`src/rtl/twin_bfly_pkg.sv`:
```
package twin_bfly_pkg;
   // Instruction field positions, little-endian bit indices of a 32-bit word
   localparam int RT_LSB = 21;
   localparam int SH_LSB = 6;
   localparam int RC_BIT = 0;
   localparam int FLD_W  = 5;

   typedef struct packed {
      logic [FLD_W-1:0] rt;
      logic [FLD_W-1:0] sh;
      logic             rc;
   } bfly_fields_t;
endpackage

```
`src/rtl/twin_bfly_decode.sv`:
```
module twin_bfly_decode
   import twin_bfly_pkg::*;
(
   input  logic [31:0]      insn,
   output bfly_fields_t     fields,
   output logic [FLD_W-1:0] rt_next
);
   always_comb begin
      fields.rt = insn[RT_LSB +: FLD_W];
      fields.sh = insn[SH_LSB +: FLD_W];
      fields.rc = insn[RC_BIT];
      rt_next   = fields.rt + FLD_W'(1);
   end
endmodule

```
`src/rtl/twin_bfly_combine.sv`:
```
module twin_bfly_combine #(
   parameter int XLEN = 32
) (
   input  logic [XLEN-1:0] opa,
   input  logic [XLEN-1:0] opb,
   input  logic [XLEN-1:0] coef,
   output logic [XLEN-1:0] prod_sum_lo,
   output logic [XLEN-1:0] prod_diff_lo
);
   localparam int PW = 2 * XLEN;

   logic signed [XLEN-1:0] sum_v, diff_v;
   logic signed [PW-1:0]   prod_s, prod_d;

   always_comb begin
      sum_v        = $signed(opa) + $signed(opb);
      diff_v       = $signed(opa) - $signed(opb);
      prod_s       = PW'(sum_v) * PW'($signed(coef));
      prod_d       = PW'(diff_v) * PW'($signed(coef));
      prod_sum_lo  = prod_s[XLEN-1:0];
      prod_diff_lo = prod_d[XLEN-1:0];
   end
endmodule

```
`src/rtl/twin_bfly_round_shift.sv`:
```
module twin_bfly_round_shift #(
   parameter int XLEN       = 32,
   parameter int SHIFT_IMPL = 0,
   localparam int NW        = $clog2(XLEN)
) (
   input  logic [XLEN-1:0] prod_lo,
   input  logic [NW-1:0]   n,
   output logic [XLEN-1:0] res
);
   logic [XLEN-1:0] rnd_k, rounded;

   always_comb begin
      rnd_k   = (n == '0) ? '0 : (XLEN'(1) << (n - NW'(1)));
      rounded = prod_lo + rnd_k;
   end

   generate
      if (SHIFT_IMPL == 0) begin : g_rotmask
         logic [2*XLEN-1:0] dbl;
         logic [XLEN-1:0]   keep_m;
         always_comb begin
            dbl    = {rounded, rounded} >> n;
            keep_m = {XLEN{1'b1}} >> n;
            res    = (dbl[XLEN-1:0] & keep_m) | ({XLEN{rounded[XLEN-1]}} & ~keep_m);
         end
      end else begin : g_arith
         always_comb res = XLEN'($signed(rounded) >>> n);
      end
   endgenerate

   always_comb begin

      if (n == '0) zero_shift_chk: assert (res == prod_lo);

      if (n != '0) sign_fill_chk: assert (res[XLEN-1] == rounded[XLEN-1]);
   end
endmodule

```
`src/rtl/twin_bfly_unit.sv`:
```
module twin_bfly_unit
   import twin_bfly_pkg::*;
#(
   parameter int XLEN       = 32,
   parameter int SHIFT_IMPL = 0
) (
   input  logic            clk,
   input  logic            rst_n,
   input  logic            in_valid,
   input  logic [31:0]     insn,
   input  logic [XLEN-1:0] opa,
   input  logic [XLEN-1:0] opb,
   input  logic [XLEN-1:0] coef,
   output logic            out_valid,
   output logic            illegal,
   output logic [XLEN-1:0] res_sum,
   output logic [XLEN-1:0] res_diff,
   output logic [4:0]      dst_sum,
   output logic [4:0]      dst_diff
);
   localparam int NW = $clog2(XLEN);

   generate
      if (XLEN < 8 || XLEN > 32 || (1 << NW) != XLEN) begin : g_bad_xlen
         $error("twin_bfly_unit: XLEN must be a power of two from 8 to 32");
      end
      if (SHIFT_IMPL != 0 && SHIFT_IMPL != 1) begin : g_bad_impl
         $error("twin_bfly_unit: SHIFT_IMPL must be 0 or 1");
      end
   endgenerate

   bfly_fields_t     fld;
   logic [FLD_W-1:0] rt_up;
   logic [XLEN-1:0]  p_sum, p_diff, r_sum, r_diff;
   logic [NW-1:0]    shamt;
   logic             commit;

   twin_bfly_decode u_dec (.insn(insn), .fields(fld), .rt_next(rt_up));

   twin_bfly_combine #(.XLEN(XLEN)) u_comb (
      .opa(opa), .opb(opb), .coef(coef),
      .prod_sum_lo(p_sum), .prod_diff_lo(p_diff)
   );

   always_comb begin
      shamt  = fld.sh[NW-1:0];
      commit = in_valid & ~fld.rc;
   end

   twin_bfly_round_shift #(.XLEN(XLEN), .SHIFT_IMPL(SHIFT_IMPL)) u_rs_sum (
      .prod_lo(p_sum), .n(shamt), .res(r_sum)
   );
   twin_bfly_round_shift #(.XLEN(XLEN), .SHIFT_IMPL(SHIFT_IMPL)) u_rs_diff (
      .prod_lo(p_diff), .n(shamt), .res(r_diff)
   );

   always_ff @(posedge clk or negedge rst_n) begin
      if (!rst_n) begin
         out_valid <= 1'b0;
         illegal   <= 1'b0;
         res_sum   <= '0;
         res_diff  <= '0;
         dst_sum   <= '0;
         dst_diff  <= '0;
      end else begin
         out_valid <= commit;
         illegal   <= in_valid & fld.rc;
         if (commit) begin
            res_sum  <= r_sum;
            res_diff <= r_diff;
            dst_sum  <= fld.rt;
            dst_diff <= rt_up;
         end
      end
   end


   valid_lat_chk: assert property (@(posedge clk) disable iff (!rst_n)
      in_valid && !insn[0] |=> out_valid && !illegal);

   idle_quiet_chk: assert property (@(posedge clk) disable iff (!rst_n)
      !in_valid |=> !out_valid && !illegal);

   rc_block_chk: assert property (@(posedge clk) disable iff (!rst_n)
      in_valid && insn[0] |=> illegal && !out_valid && $stable(res_sum) && $stable(res_diff));

   dst_pair_chk: assert property (@(posedge clk) disable iff (!rst_n)
      out_valid |-> dst_diff == dst_sum + 5'd1);
endmodule

```
`config.mk`:
```
export PLATFORM = sky130hd
export DESIGN_NAME = twin_bfly_unit
export DESIGN_NICKNAME = d
export VERILOG_FILES = /design/src/rtl/twin_bfly_pkg.sv /design/src/rtl/twin_bfly_decode.sv /design/src/rtl/twin_bfly_combine.sv /design/src/rtl/twin_bfly_round_shift.sv /design/src/rtl/twin_bfly_unit.sv
export SDC_FILE = /design/constraint.sdc
export NUM_CORES = 2
export LEC_CHECK = 0
export BUFFER_PORTS_ARGS = -buffer_cell sky130_fd_sc_hd__buf_4
export CAP_MARGIN = 20
export CORE_MARGIN = 4
export CORE_UTILIZATION = 65
export CTS_CLUSTER_DIAMETER = 40
export CTS_CLUSTER_SIZE = 8
export DETAILED_ROUTE_END_ITERATION = 6
export PLACE_DENSITY = 0.86
export SLEW_MARGIN = 20
export SYNTH_ARGS = -nofsm -noshare
export SYNTH_HDL_FRONTEND = slang
export SYNTH_SLANG_ARGS = --single-unit
```
`constraint.sdc`:
```
create_clock -name clk -period 1.73 [get_ports clk]
set_input_delay 0.2595 -clock clk [delete_from_list [all_inputs] [get_ports clk]]
set_output_delay 0.2595 -clock clk [all_outputs]
set_load 0.01 [all_outputs]
```
==> flow_summary.toml <==
[run_status]
status = "complete, but fails checks"
violations = "DRC, setup timing"

[yosys]
synthAdderAreaFrac_pct = 51.3
synth_warnings = 0
yosys.area_share.xor_xnor_pct = 5.02
synth-edff-count = 0
ys_types = 82
ys_seq_area_share_pct = 4.40
postSynthAreaPerCell_um2 = 8.63
synth_top_area_share_pct = 40.7
synthTopCellsByArea = "fa_1 (41%), ha_1 (11%), nand2_1 (7.3%)"
yosysTopAreaCell = "fa_1"
synthMuxAreaShare_pct = 2.58
synth_cells = 5005
ys.flop_type = "dfrtp_1"
synthArstFlopShare_pct = 100
synth_compound_area_share_pct = 9.55
yosys_register_bits = 76
synthSimpleGateAreaFrac_pct = 17.1
synth_nets = 6380
syn-cell-area_um2 = 43200
synth_top_family_by_area = "adder cells"

[cts]
clock_sinks = 76
cts_made_buffers = 9
cts_tree = "built"
clk_path_buf_depth = 2
clock_latency_ps = 350
root_buffer = "clkbuf_16"
path_clk_slew_ps = 60
cts_max_level = 3

[timing]
clock.fmax_mhz = 91.3
finalSetupTns_ps = -559970
fin_crit_ps = 10950
maxSlewHeadroom_pct = 30.0
worstMarginPinSlew_ps = 1040
finalSetupViolCount = 64
setup_slack_ps = -9220
hold_viol = 0
rsz0062_at_grt = "yes"
min_period_over_period_pct = 633
skew_ps = 0
finalMaxSlewViolations = 0

[setup_path]
crit_slowest_cell = "xnor2_1"
worstSetupPathType = "primary input to flip-flop"
critical_path_peak_fanout = 7
r2r_cells = 4
crit_arrival_ps = 11170
crit_required_ps = 1950
r2r_setup_slack_ps = 780
startpoint_type = "primary input"
critPathCaptureType = "flip-flop"
cp_slowest_stage_delay_ps = 810
cpMostUsedCell = "xnor2_1"

[finish]
nets = 7290
fillCellCount = 3318
synthToLayoutAreaGrowth_pct = 28.0
utilization_pct = 84.0
drive_gt1_share_pct = 26.2

[floorplan]
initial_utilization_pct = 65.6
ioPinCount = 207
dieArea_um2 = 70600
die_w_um = 266
core_area_um2 = 65900
fp.dieH_um = 266
num_rows = 94

[placement]
place_congestion = 1.04
hpwl_um = 130000
place_ws_ps = -9060
io_buffers = 185

[detailed_routing]
wl_per_cell_um = 25.6
vias_per_cell = 6.48
antenna_left = 0
first_pass_iters = 7
drc = 103
wirelength_um = 174000
drt_iter0_drc = 6168
via_count = 44071

[global_routing]
grt_max_degree = 62
antenna_found_initial = 13
grt_pass1_vias = 46613
overflow = 0
grt_pass1_wl_um = 253000
grt_use_total_pct = 46.1

[worst_hold_path]
holdCritPathClass = "primary input to flip-flop"
holdPathStages = 3

[run]
maxCapViolations = 0
what timing repair did:
action / in CTS / in global routing
gates cloned: 0 / 1
gates resized for setup: 122 / 165
pin swaps: 109 / 120
setup endpoints to repair: 64 / 64
setup buffers: 72 / 37
hold buffers: 1 / 0
endpoints found under the hold margin: 14 / 0
cell usage after synthesis, drive strengths merged (13+ instances only):
master	number
a21oi	169
mux2	24
nor2	174
mux2i	55
xor2	45
o31ai	18
a21o	48
o21a	17
mux4	13
nand2b	23
fa	878
xnor2	156
o21ai	132
nor2b	104
nor3	36
clkbuf	262
o22ai	13
inv	841
and2	305
nand2	842
or3	14
nand3	45
xnor3	15
a211oi	31
o211ai	27
dfrtp	76
a31oi	36
buf	39
o21bai	20
ha	366
final timing paths:
path / start / endpoint
setup / recovery: opb[15] / res_sum[22]
hold / removal: insn[25] / dst_sum[4]
setup reg to reg: res_sum[6] / res_sum[6]
hold reg to reg: dst_sum[3] / dst_sum[3]
max in group asynchronous: rst_n / res_sum[10]
min in group asynchronous: rst_n / res_diff[27]
sequential cells by signal, indices dropped and copies added, names as in the netlist:
signal / cells
dst_diff: 5
dst_sum: 5
illegal: 1
out_valid: 1
res_diff: 32
res_sum: 32
cell usage in the layout (no fill, tap or decap), drive strengths merged, types with 45 or more instances in the layout:
| cell type | n |
|---|---|
| buf | 1198 |
| fa | 878 |
| inv | 846 |
| nand2 | 842 |
| ha | 366 |
| and2 | 305 |
| nor2 | 174 |
| a21oi | 169 |
| xnor2 | 156 |
| o21ai | 132 |
| nor2b | 104 |
| dfrtp | 76 |
| mux2i | 55 |
| a21o | 48 |
| nand3 | 45 |
| xor2 | 45 |
per-stage QoR:
step | instances | area [um^2] | hold slack, ps
after floorplan | 5005 | 43800 | -36.1
after global placement | 6663 | 52800 | 139
after detailed placement | 6663 | 52800 | 142
after CTS | 6751 | 54200 | 136
after global routing | 6787 | 55300 | 153
final | 6796 | 55300 | 140
metal layers:
metal	track usage [%]	wire (um)	vias to the layer above
li1	-	-	17400
met1	52.6	53200	20946
met3	14.7	24500	1655
met5	0	66	-
met4	33.7	19800	6
met2	73.3	76800	4064
cell families (layout without fill, tap and decap cells):
| family | Yosys count | after routing |
|---|---|---|
| AO/OA/AOI/OAI | 628 | 628 |
| XOR/XNOR | 219 | 219 |
| adder cells (fa/ha/maj) | 1244 | 1244 |
| buffers and inverters | 1146 | 2061 |
| flip-flops | 76 | 76 |
| multiplexers | 92 | 92 |
| other | 0 | 12 |
| AND/OR/NAND/NOR | 1600 | 1600 |
layout make-up:
cell class / count / area (um^2) / area share [%]
Tap cell: 864 / 1080 / 1.96
Timing Repair Buffer: 1200 / 9950 / 18.0
Inverter: 845 / 3190 / 5.77
Clock buffer: 9 / 225 / 0.407
Clock inverter: 7 / 65.1 / 0.118
Antenna cell: 12 / 30.0 / 0.0543
Sequential cell: 76 / 1900 / 3.44
Multi-Input combinational cell: 3783 / 38800 / 70.3
worst max-delay path, delay by kind of cell:
family                   cells  cell delay [ps]
AO/OA/AOI/OAI                5              750
XOR/XNOR                    13             3350
adder cells (fa/ha/maj)      9             4470
buffers and inverters        8             1010
multiplexers                 1              630
AND/OR/NAND/NOR              4              650
Power is not shown: default switching activity piles up to over one toggle a cycle in this logic, so the estimate is an artifact.
